File: src/rtl/dma_chain_pkg.sv
package dma_chain_pkg;
  localparam int WORD_W   = 32;
  localparam int CB_WORDS = 8;
  localparam int MAP_W    = 5;

  // info word flag positions
  localparam int F_IRQ    = 0;
  localparam int F_SINC   = 1;
  localparam int F_DINC   = 2;
  localparam int F_SWAIT  = 3;
  localparam int F_DWAIT  = 4;
  localparam int F_ZERO   = 5;
  localparam int F_MAP_LO = 8;

  // register selects
  localparam logic [1:0] SEL_CTRL = 2'd0;
  localparam logic [1:0] SEL_ADDR = 2'd1;
  localparam logic [1:0] SEL_DBG  = 2'd2;

  typedef enum logic [1:0] {SQ_IDLE, SQ_LOAD, SQ_MOVE, SQ_NEXT} seq_t;

  typedef struct packed {
    logic [WORD_W-1:0] info;
    logic [WORD_W-1:0] src;
    logic [WORD_W-1:0] dst;
    logic [WORD_W-1:0] len;
    logic [WORD_W-1:0] link;
  } blk_t;
endpackage

File: src/rtl/dma_blk_loader.sv
module dma_blk_loader
  import dma_chain_pkg::*;
(
  input  logic              clk,
  input  logic              rst,
  input  logic              start,
  input  logic              en,
  input  logic [WORD_W-1:0] base,
  output logic              rd_req,
  output logic [WORD_W-1:0] rd_addr,
  input  logic              rd_valid,
  input  logic [WORD_W-1:0] rd_data,
  output logic              done,
  output blk_t              blk
);
  localparam int IDX_W = $clog2(CB_WORDS);
  localparam logic [IDX_W-1:0] LAST_IDX = IDX_W'(CB_WORDS - 1);

  typedef enum logic [1:0] {L_IDLE, L_ISSUE, L_WAIT} ld_t;

  ld_t               st;
  logic [IDX_W-1:0]  idx;
  logic [WORD_W-1:0] base_q;
  logic [WORD_W-1:0] words [CB_WORDS];

  always_ff @(posedge clk) begin
    if (rst) begin
      st      <= L_IDLE;
      idx     <= '0;
      base_q  <= '0;
      rd_req  <= 1'b0;
      rd_addr <= '0;
      done    <= 1'b0;
    end else begin
      rd_req <= 1'b0;
      done   <= 1'b0;
      case (st)
        L_IDLE: if (start) begin
          base_q <= base;
          idx    <= '0;
          st     <= L_ISSUE;
        end
        L_ISSUE: if (en) begin
          rd_req  <= 1'b1;
          rd_addr <= base_q + (WORD_W'(idx) << 2);
          st      <= L_WAIT;
        end
        L_WAIT: if (rd_valid) begin
          if (idx == LAST_IDX) begin
            done <= 1'b1;
            st   <= L_IDLE;
          end else begin
            idx <= idx + 1'b1;
            st  <= L_ISSUE;
          end
        end
        default: st <= L_IDLE;
      endcase
    end
  end

  // block word store, no reset so it maps to plain registers or RAM
  always_ff @(posedge clk) begin
    if (st == L_WAIT && rd_valid) words[idx] <= rd_data;
  end

  always_comb begin
    blk.info = words[0];
    blk.src  = words[1];
    blk.dst  = words[2];
    blk.len  = words[3];
    blk.link = words[5];
  end
endmodule

File: src/rtl/dma_word_mover.sv
module dma_word_mover
  import dma_chain_pkg::*;
#(
  parameter int          NUM_DREQ     = 16,
  parameter bit          LITE         = 1'b0,
  parameter logic [31:0] LITE_MAX_LEN = 32'd65532,
  parameter logic [31:0] FULL_MAX_LEN = 32'h4000_0000
) (
  input  logic                clk,
  input  logic                rst,
  input  logic                start,
  input  logic                en,
  input  blk_t                blk,
  input  logic [NUM_DREQ-1:0] dreq,
  output logic                rd_req,
  output logic [WORD_W-1:0]   rd_addr,
  input  logic                rd_valid,
  input  logic [WORD_W-1:0]   rd_data,
  input  logic                full,
  output logic                wr_req,
  output logic [WORD_W-1:0]   wr_addr,
  output logic [WORD_W-1:0]   wr_data,
  output logic                done
);
  localparam logic [31:0] MAX_LEN = LITE ? LITE_MAX_LEN : FULL_MAX_LEN;

  typedef enum logic [1:0] {M_IDLE, M_RD, M_RWAIT, M_WR} mv_t;

  mv_t               st;
  logic [WORD_W-1:0] src_q, dst_q, data_q, cnt;
  logic [MAP_W-1:0]  map_q;
  logic              sinc_q, dinc_q, swait_q, dwait_q, zero_q;
  logic [WORD_W-1:0] len_c, nwords;
  logic              dreq_sel;

  always_comb begin
    len_c  = (blk.len > MAX_LEN) ? MAX_LEN : blk.len;
    nwords = (len_c + 32'd3) >> 2;
  end

  always_comb begin
    dreq_sel = 1'b0;
    for (int i = 0; i < NUM_DREQ; i++)
      if (map_q == MAP_W'(i)) dreq_sel = dreq[i];
  end

  always_ff @(posedge clk) begin
    if (rst) begin
      st      <= M_IDLE;
      src_q   <= '0;
      dst_q   <= '0;
      data_q  <= '0;
      cnt     <= '0;
      map_q   <= '0;
      sinc_q  <= 1'b0;
      dinc_q  <= 1'b0;
      swait_q <= 1'b0;
      dwait_q <= 1'b0;
      zero_q  <= 1'b0;
      rd_req  <= 1'b0;
      rd_addr <= '0;
      wr_req  <= 1'b0;
      wr_addr <= '0;
      wr_data <= '0;
      done    <= 1'b0;
    end else begin
      rd_req <= 1'b0;
      wr_req <= 1'b0;
      done   <= 1'b0;
      case (st)
        M_IDLE: if (start) begin
          src_q   <= blk.src;
          dst_q   <= blk.dst;
          cnt     <= nwords;
          map_q   <= blk.info[F_MAP_LO +: MAP_W];
          sinc_q  <= blk.info[F_SINC];
          dinc_q  <= blk.info[F_DINC];
          swait_q <= blk.info[F_SWAIT];
          dwait_q <= blk.info[F_DWAIT];
          zero_q  <= blk.info[F_ZERO] && !LITE;
          if (nwords == '0) done <= 1'b1;
          else              st   <= M_RD;
        end
        M_RD: if (en && (!swait_q || dreq_sel)) begin
          if (zero_q) begin
            data_q <= '0;
            st     <= M_WR;
          end else begin
            rd_req  <= 1'b1;
            rd_addr <= src_q;
            st      <= M_RWAIT;
          end
        end
        M_RWAIT: if (rd_valid) begin
          data_q <= rd_data;
          st     <= M_WR;
        end
        M_WR: if (en && !full && (!dwait_q || dreq_sel)) begin
          wr_req  <= 1'b1;
          wr_addr <= dst_q;
          wr_data <= data_q;
          if (sinc_q) src_q <= src_q + 32'd4;
          if (dinc_q) dst_q <= dst_q + 32'd4;
          cnt <= cnt - 1'b1;
          if (cnt == 32'd1) begin
            done <= 1'b1;
            st   <= M_IDLE;
          end else begin
            st <= M_RD;
          end
        end
        default: st <= M_IDLE;
      endcase
    end
  end

  // a gated write only follows a cycle with the selected request line high
  a_r6_dst_gate: assert property (@(posedge clk) disable iff (rst)
    (wr_req && dwait_q) |-> $past(dreq_sel));

  // zero-fill blocks never read the source
  a_r7_no_src_read: assert property (@(posedge clk) disable iff (rst)
    zero_q |-> !rd_req);
endmodule

File: src/rtl/dma_wr_tracker.sv
module dma_wr_tracker #(
  parameter int MAX_OUT = 4
) (
  input  logic clk,
  input  logic rst,
  input  logic issue,
  input  logic resp,
  output logic busy,
  output logic full
);
  localparam int CW = $clog2(MAX_OUT + 1);
  localparam logic [CW-1:0] LIMIT = CW'(MAX_OUT);

  logic [CW-1:0] cnt;

  always_ff @(posedge clk) begin
    if (rst) begin
      cnt <= '0;
    end else begin
      case ({issue, resp})
        2'b10:   cnt <= cnt + 1'b1;
        2'b01:   if (cnt != '0) cnt <= cnt - 1'b1;
        default: cnt <= cnt;
      endcase
    end
  end

  assign busy = (cnt != '0);
  assign full = (cnt == LIMIT);

  // the write issuer never pushes past the outstanding limit
  a_r11_no_overflow: assert property (@(posedge clk) disable iff (rst)
    cnt <= LIMIT);
endmodule

File: src/rtl/dma_chain_engine.sv
module dma_chain_engine
  import dma_chain_pkg::*;
#(
  parameter int          NUM_DREQ     = 16,
  parameter int          MAX_OUT      = 4,
  parameter bit          LITE         = 1'b0,
  parameter logic [31:0] LITE_MAX_LEN = 32'd65532,
  parameter logic [31:0] FULL_MAX_LEN = 32'h4000_0000
) (
  input  logic                clk,
  input  logic                rst,
  input  logic                reg_we,
  input  logic [1:0]          reg_sel,
  input  logic [31:0]         reg_wdata,
  output logic [31:0]         reg_rdata,
  output logic                irq,
  input  logic [NUM_DREQ-1:0] dreq,
  output logic                mem_rd_req,
  output logic [31:0]         mem_rd_addr,
  input  logic                mem_rd_valid,
  input  logic [31:0]         mem_rd_data,
  output logic                mem_wr_req,
  output logic [31:0]         mem_wr_addr,
  output logic [31:0]         mem_wr_data,
  input  logic                mem_wr_resp
);
  localparam int ALIGN_B = $clog2(CB_WORDS * 4);

  seq_t              seq;
  logic              run_q, done_q, irq_q;
  logic [WORD_W-1:0] cur_addr, link_al, ld_base;
  logic              ctrl_wr, addr_wr;
  logic              start_ld, start_mv, ld_done, mv_done;
  logic              ld_rd_req, mv_rd_req;
  logic [WORD_W-1:0] ld_rd_addr, mv_rd_addr;
  logic              wr_busy, wr_full;
  blk_t              blk;

  assign ctrl_wr  = reg_we && (reg_sel == SEL_CTRL);
  assign addr_wr  = reg_we && (reg_sel == SEL_ADDR);
  assign link_al  = {blk.link[WORD_W-1:ALIGN_B], {ALIGN_B{1'b0}}};
  assign start_ld = (seq == SQ_IDLE && run_q && cur_addr != '0) ||
                    (seq == SQ_NEXT && blk.link != '0);
  assign ld_base  = (seq == SQ_NEXT) ? link_al : cur_addr;
  assign start_mv = (seq == SQ_LOAD) && ld_done;

  always_ff @(posedge clk) begin
    if (rst) begin
      seq      <= SQ_IDLE;
      run_q    <= 1'b0;
      done_q   <= 1'b0;
      irq_q    <= 1'b0;
      cur_addr <= '0;
    end else begin
      if (ctrl_wr) begin
        if (reg_wdata[1]) done_q <= 1'b0;
        if (reg_wdata[2]) irq_q  <= 1'b0;
      end
      case (seq)
        SQ_IDLE: begin
          if (addr_wr) cur_addr <= {reg_wdata[WORD_W-1:ALIGN_B], {ALIGN_B{1'b0}}};
          if (run_q && cur_addr != '0) seq <= SQ_LOAD;
        end
        SQ_LOAD: if (ld_done) seq <= SQ_MOVE;
        SQ_MOVE: if (mv_done) begin
          if (blk.info[F_IRQ]) irq_q <= 1'b1;
          seq <= SQ_NEXT;
        end
        SQ_NEXT: begin
          cur_addr <= link_al;
          if (blk.link == '0) begin
            done_q <= 1'b1;
            seq    <= SQ_IDLE;
          end else begin
            seq <= SQ_LOAD;
          end
        end
        default: seq <= SQ_IDLE;
      endcase
      if (ctrl_wr)                                run_q <= reg_wdata[0];
      else if (seq == SQ_NEXT && blk.link == '0)  run_q <= 1'b0;
    end
  end

  always_ff @(posedge clk) begin
    if (rst) begin
      reg_rdata <= '0;
    end else begin
      case (reg_sel)
        SEL_CTRL: reg_rdata <= {28'd0, wr_busy, irq_q, done_q, run_q};
        SEL_ADDR: reg_rdata <= cur_addr;
        SEL_DBG:  reg_rdata <= {31'd0, LITE};
        default:  reg_rdata <= '0;
      endcase
    end
  end

  assign irq = irq_q;

  dma_blk_loader u_loader (
    .clk      (clk),
    .rst      (rst),
    .start    (start_ld),
    .en       (run_q),
    .base     (ld_base),
    .rd_req   (ld_rd_req),
    .rd_addr  (ld_rd_addr),
    .rd_valid (mem_rd_valid),
    .rd_data  (mem_rd_data),
    .done     (ld_done),
    .blk      (blk)
  );

  dma_word_mover #(
    .NUM_DREQ     (NUM_DREQ),
    .LITE         (LITE),
    .LITE_MAX_LEN (LITE_MAX_LEN),
    .FULL_MAX_LEN (FULL_MAX_LEN)
  ) u_mover (
    .clk      (clk),
    .rst      (rst),
    .start    (start_mv),
    .en       (run_q),
    .blk      (blk),
    .dreq     (dreq),
    .rd_req   (mv_rd_req),
    .rd_addr  (mv_rd_addr),
    .rd_valid (mem_rd_valid),
    .rd_data  (mem_rd_data),
    .full     (wr_full),
    .wr_req   (mem_wr_req),
    .wr_addr  (mem_wr_addr),
    .wr_data  (mem_wr_data),
    .done     (mv_done)
  );

  dma_wr_tracker #(.MAX_OUT(MAX_OUT)) u_track (
    .clk   (clk),
    .rst   (rst),
    .issue (mem_wr_req),
    .resp  (mem_wr_resp),
    .busy  (wr_busy),
    .full  (wr_full)
  );

  assign mem_rd_req  = ld_rd_req | mv_rd_req;
  assign mem_rd_addr = ld_rd_req ? ld_rd_addr : mv_rd_addr;

  // with RUN clear, neither side starts a request in the following cycle
  a_r8_no_wr_paused: assert property (@(posedge clk) disable iff (rst)
    !run_q |=> !mem_wr_req);
  a_r8_no_rd_paused: assert property (@(posedge clk) disable iff (rst)
    !run_q |=> !mem_rd_req);

  // the end of a chain always leaves the block address at zero
  a_r4_end_idle: assert property (@(posedge clk) disable iff (rst)
    $rose(done_q) |-> (cur_addr == '0));

  // loader, mover reads and writes never collide on the memory port
  a_r3_one_req: assert property (@(posedge clk) disable iff (rst)
    $onehot0({ld_rd_req, mv_rd_req, mem_wr_req}));
endmodule

File: config.mk
export PLATFORM = sky130hd
export DESIGN_NAME = dma_chain_engine
export DESIGN_NICKNAME = d
export VERILOG_FILES = /design/src/rtl/dma_chain_pkg.sv /design/src/rtl/dma_blk_loader.sv /design/src/rtl/dma_word_mover.sv /design/src/rtl/dma_wr_tracker.sv /design/src/rtl/dma_chain_engine.sv
export SDC_FILE = /design/constraint.sdc
export NUM_CORES = 1
export LEC_CHECK = 0
export ABC_CLOCK_PERIOD_IN_PS = 4000
export CAP_MARGIN = 20
export CORE_ASPECT_RATIO = 0.9
export CORE_MARGIN = 2
export CORE_UTILIZATION = 40
export DETAILED_ROUTE_END_ITERATION = 10
export DONT_BUFFER_PORTS = 1
export GPL_TIMING_DRIVEN = 0
export PLACE_DENSITY = 0.55
export SETUP_SLACK_MARGIN = 0.15
export SLEW_MARGIN = 20
export SYNTH_ARGS = -nofsm -noshare
export SYNTH_HDL_FRONTEND = slang
export SYNTH_HIERARCHICAL = 1
export SYNTH_SLANG_ARGS = --single-unit
File: constraint.sdc
create_clock -name clk -period 4 [get_ports clk]
set_input_delay 0.2 -clock clk [delete_from_list [all_inputs] [get_ports clk]]
set_output_delay 0.2 -clock clk [all_outputs]
set_load 0.03 [all_outputs]
# Word level (Yosys, flattened, before mapping)
# Memory sizes are Yosys's and may differ from the RTL's.
# Cells that the tools add are included.
# op_classes
n_eq_ne	46
order_cmp	1
bitwise_logic	8
muxes	83
n_reduce_logical	53
add_sub_neg	8
# op_table
operator	count
two-way mux 32 bit	15
case mux 32 bit (2 select lines)	6
adder 32 x 3 -> 32 bit (second input constant)	2
logical NOT 32 bit	2
nonzero test 32 bit	2
two-way mux 1 bit	41
== test 5 x 4 -> 1 bit (second input constant)	8
adder 32 x 2 -> 32 bit (second input constant)	1
adder 32 x 5 -> 32 bit	1
== test 32 x 1 -> 1 bit (second input constant)	1
> comparator 32 x 31 -> 1 bit (second input constant)	1
subtractor 32 x 1 -> 32 bit (second input constant)	1
two-way mux 2 bit	11
== test 5 x 3 -> 1 bit (second input constant)	4
inequality test 2 bit (second input constant)	9
inequality test 2 x 1 -> 1 bit (second input constant)	8
case mux 2 bit (4 select lines)	2
AND reduction 4 bit	4
== test 2 bit (second input constant)	6
logical AND 1 bit	12
two-way mux 3 bit	4
case mux 3 bit (2 select lines)	2
AND reduction 2 bit	6
AND reduction 3 bit	4
19 further kinds	46
# word_totals
output_inout_bits	131
elab_cells	230
input_bits	87
regBits	382
memories	1
mem_bits_rw	256
# memory_table
name	depth	word_bits	read_ports	rd_ports_with_merged_regs	write_ports	line_no	text
u_loader.words	8	32	5	0	1	dma_blk_loader.sv:24	logic [WORD_W-1:0] words [CB_WORDS];

# Depth between registers and ports, before layout
# logic_depth
ltp_word	21
depth_mapped	11
mapped_depth_nobuf	10

# Hierarchy
# Netlist, hierarchy kept.
# by_module_without_submodules
module	cells_each	area_per_inst_um2	seq_area_each_um2	instances
dma_word_mover	1530	12112.9	4784.6	1
dma_blk_loader	558	8021.4	6226.0	1
dma_chain_engine	320	3226.8	1261.2	1
dma_wr_tracker	22	207.7	60.1	1

# Least setup slack after synthesis
# OpenSTA, ideal clock, no wires.
# synth_timing
path_type	register to register
start	register u_loader.st[0]
end	memory u_loader.words[5][0], enable pin
n_path_buf	1
path_stages_with_launch	3
setup_time_ns	0.513
required_time_ns	3.487
t_arrival_ns	3.935
period_less_slack_ns	4.448
setup_slack_ns	-0.448
path_cell_list	dfxtp_1 > clkbuf_1 > nor4b_1
# synth_between
elab_chain_cells	4
# synth_lines
element	line_no	text
start, declared	dma_blk_loader.sv:21	ld_t st;
start signal, assigned	dma_blk_loader.sv:28	st <= L_IDLE;
start signal, assigned	dma_blk_loader.sv:41	st <= L_ISSUE;
start signal, assigned	dma_blk_loader.sv:46	st <= L_WAIT;
== test 2 bit	dma_blk_loader.sv:64	if (st == L_WAIT && rd_valid) words[idx] <= rd_data;
logical AND 1 bit	dma_blk_loader.sv:64	
two-way mux 1 bit	dma_blk_loader.sv:64	
two-way mux 1 bit (implied by the code)	dma_blk_loader.sv:64	
end, declared	dma_blk_loader.sv:24	
# No other way between the ends.

# Worst setup path in the final report
# layout_timing
start	register u_mover.st[0]
end	register u_mover.src_q[2]
# layout_between
elab_chain_cells	3
word_cells_on_any_way	8
classes_between	4 x eq/ne; 1 x mux; 3 x reduce/logical
# layout_lines
element	line_no	text
start, declared	dma_word_mover.sv:29	mv_t st;
start signal, assigned	dma_word_mover.sv:49	st <= M_IDLE;
start signal, assigned	dma_word_mover.sv:82	else st <= M_RD;
start signal, assigned	dma_word_mover.sv:87	st <= M_WR;
== test 2 bit / logical NOT 2 bit (equally long branches)	dma_word_mover.sv:70	case (st)
inequality test 2 x 1 -> 1 bit (no line) (tied with other cells)	-	
AND reduction 4 bit (no line)	-	
end signal, assigned	dma_word_mover.sv:72	src_q <= blk.src;
end signal, assigned	dma_word_mover.sv:102	if (sinc_q) src_q <= src_q + 32'd4;
end, declared	dma_word_mover.sv:30	logic [WORD_W-1:0] src_q, dst_q, data_q, cnt;
# Several ways; a longest one is shown, not always the timed one.
# A chain may end at the register's enable or synchronous reset.

==> results_dict.tcl <==
set metrics [dict create \
    drt-initial-drc-count 1900 \
    crit_path_start "u_mover/st[0]" \
    crit_path_end "u_mover/src_q[2]" \
    fin_worst_skew_ps 22.4 \
    cts_setup_buffers 0 \
    cp-end-kind "flop" \
    die_area_um2 59300 \
    rsz0062_at_grt "no" \
    pin_count 218 \
    status "finished, final reports clean" \
    r2r_end "u_mover/src_q[2]" \
    finalPower_mw 13.2 \
    fin_util_pct 46.9 \
    dr.pass1.iters 5 \
    synthCells 2409 \
    clock_sinks 515 \
    powerDensity_nw_per_um2 494 \
    detail_route.wl_per_cell_um 25.0 \
    core_area_um2 56900 \
    gp_congestion 0.934 \
    grt_use_met3_pct 7.23 \
    cap_violations 0 \
    post-dp-hpwl_um 59900 \
    grtUsageTotal_pct 27.8 \
    cp-start-kind "flop" \
    vias 19643 \
    worst-setup-path-type "reg -> reg" \
    r2r_start "u_mover/st[0]" \
    floorplan.initialDensity_pct 40.3 \
    cpMaxStageDelayCell "buf_1" \
    maxSlewHeadroom_pct 31.6 \
    setup_viol 0 \
    die_y_um 231 \
    totalWireLength_um 84400 \
    grt_max_degree 22 \
    min_path_type "in -> reg" \
    die_width_um 256 \
    via_per_inst 5.82 \
    root_buffer "clkbuf_16" \
    ant_nets 0 \
    cts_htree_levels 2 \
    clock_latency_ps 630 \
    grt_pass1_wl_um 123000 \
    fillCellCount 5522 \
    critPathMaxFanout 10 \
    layout.nets 2667 \
    worstMarginPinSlew_ps 1020 \
    cts.reportedPaths.clkPinSlew_ps 60 \
    hold_violations 0 \
    rrSetupSlack_ps 440 \
    crit_chain "ha_1, clkbuf_1, inv_1, clkbuf_1, buf_1, clkbuf_1, nand2_1, a311oi_2" \
    fin_crit_sh_pct 89.0 \
    rows 83 \
    slew_viol_final 0 \
    power_leakage_nw 9.07 \
    dpl_cell_area_um2 24100 \
    worstPathArrival_ps 4090 \
    numCtsBuffers 56 \
    clock_path_buffers 3 \
    gr-max-usage-layer "met2" \
    area_growth_pct 16.3 \
    min_period_ps 3560 \
    drive_gt1_share_pct 11.2 \
    drc 0 \
    syn_avg_cell_area_um2 9.52 \
    holdPathStages 3 \
    overflow 0 \
    antenna_found_initial 12 \
    met2_usage_pct 41.6 \
    grt_pass1_vias 18696 \
    critPathRequiredTime_ps 4530 \
    cpPeakStageDelay_ps 730 \
    syn_area_um2 22900 \
    tritoncts "yes" \
    ys_warn_count 6 \
    fin_area_um2 26700 \
    timing.critical_path.mode_cell "clkbuf_1" \
    use_met1_pct 37.7 \
    portBuffers 0 \
    vdd_drop_max_uv 311 \
    fmax_mhz 281 \
    rr_worst_depth 8 \
]
[layer usage]
metal	wire, um	part of all wire (%)
met5	37	0.044
met4	3960	4.7
met3	7690	9.1
met2	36000	43
met1	36700	43
[registers in the layout, indices dropped and copies added (netlist names), 5 cells and up]
name	flops
u_loader/words	139
u_loader/base_q	32
u_loader/rd_addr	32
u_mover/cnt	32
u_mover/data_q	32
u_mover/dst_q	32
u_mover/rd_addr	32
u_mover/src_q	32
u_mover/wr_addr	32
u_mover/wr_data	32
reg_rdata	31
cur_addr	27
u_mover/map_q	5
[what timing repair did]
action	in CTS	in global routing
endpoints found under the setup margin	0	0
endpoints found under the hold margin	218	5
hold buffers	72	1
resized for setup	0	0
[critical path, delay by kind of cell, from the launching register on]
kind                     cells  cell delay [ps]
AO/OA/AOI/OAI                1              290
adder cells (fa/ha/maj)      1              200
flip-flops                   1              350
AND/OR/NAND/NOR              1              140
buffers and inverters        5             2470
[area by class of cell]
cell class,count,area (um2),share of cell area [%]
sequential,515,11700,43.8
multi-input combinational,1697,10400,39.0
clock buffer,94,1780,6.67
tap,765,957,3.59
timing repair buffer,87,841,3.15
buffer,169,762,2.86
inverter,33,124,0.464
clock inverter,11,96.3,0.361
antenna,4,10.0,0.0375
[report_power, final]
part	switching (mW)	internal [mW]	leakage [nW]
clock network	2.20	3.08	0.927
registers	0.290	5.58	4.29
logic	1.37	0.659	3.86
total	3.86	9.33	9.07
[worst min path at each step]
| stage | from | end | slack (ps) |
|---|---|---|---|
| detailed placement | rst | u_track/cnt[2] | 280 |
| CTS | mem_wr_resp | u_track/cnt[1] | 0.6 |
| global placement | rst | u_track/cnt[2] | 270 |
| finish | mem_wr_resp | u_track/cnt[1] | 30 |
| floorplan | rst | u_track/cnt[2] | 270 |
| global route | mem_wr_resp | u_track/cnt[1] | 40 |
[through the flow]
stage	setup WS, ps	instances	setup TNS [ps]	hold WS (ps)
after global placement	-2220	3179	-127670	272
after global routing	395	3372	0	43.7
after floorplan	-175	2414	-11230	269
after CTS	525	3370	0	0.628
after detailed placement	541	3193	0	277
final	441	3375	0	27.3
[layout by cell type, fill, tap and decap left out, drive strengths merged, types with 8 or more instances in the layout]
cell type    instances
nand2              344
nor4                41
nor2b               13
inv                 35
clkbuf             205
nor3                48
xor2                30
dfxtp              376
mux2                63
mux2i               68
and2                46
ha                  20
nand4               39
o32ai               21
o21ai               77
edfxtp             139
nand2b              10
or2                 14
and4                11
o22ai               21
nor2               210
dlygate4sd3         73
a22oi               44
nand3               64
buf                 72
o2bb2ai              8
a21oi              227
and3                25
a211oi              85
xnor2               27
clkinv               8
or3                 11
Note: power is estimated with default switching activity, not from simulation.
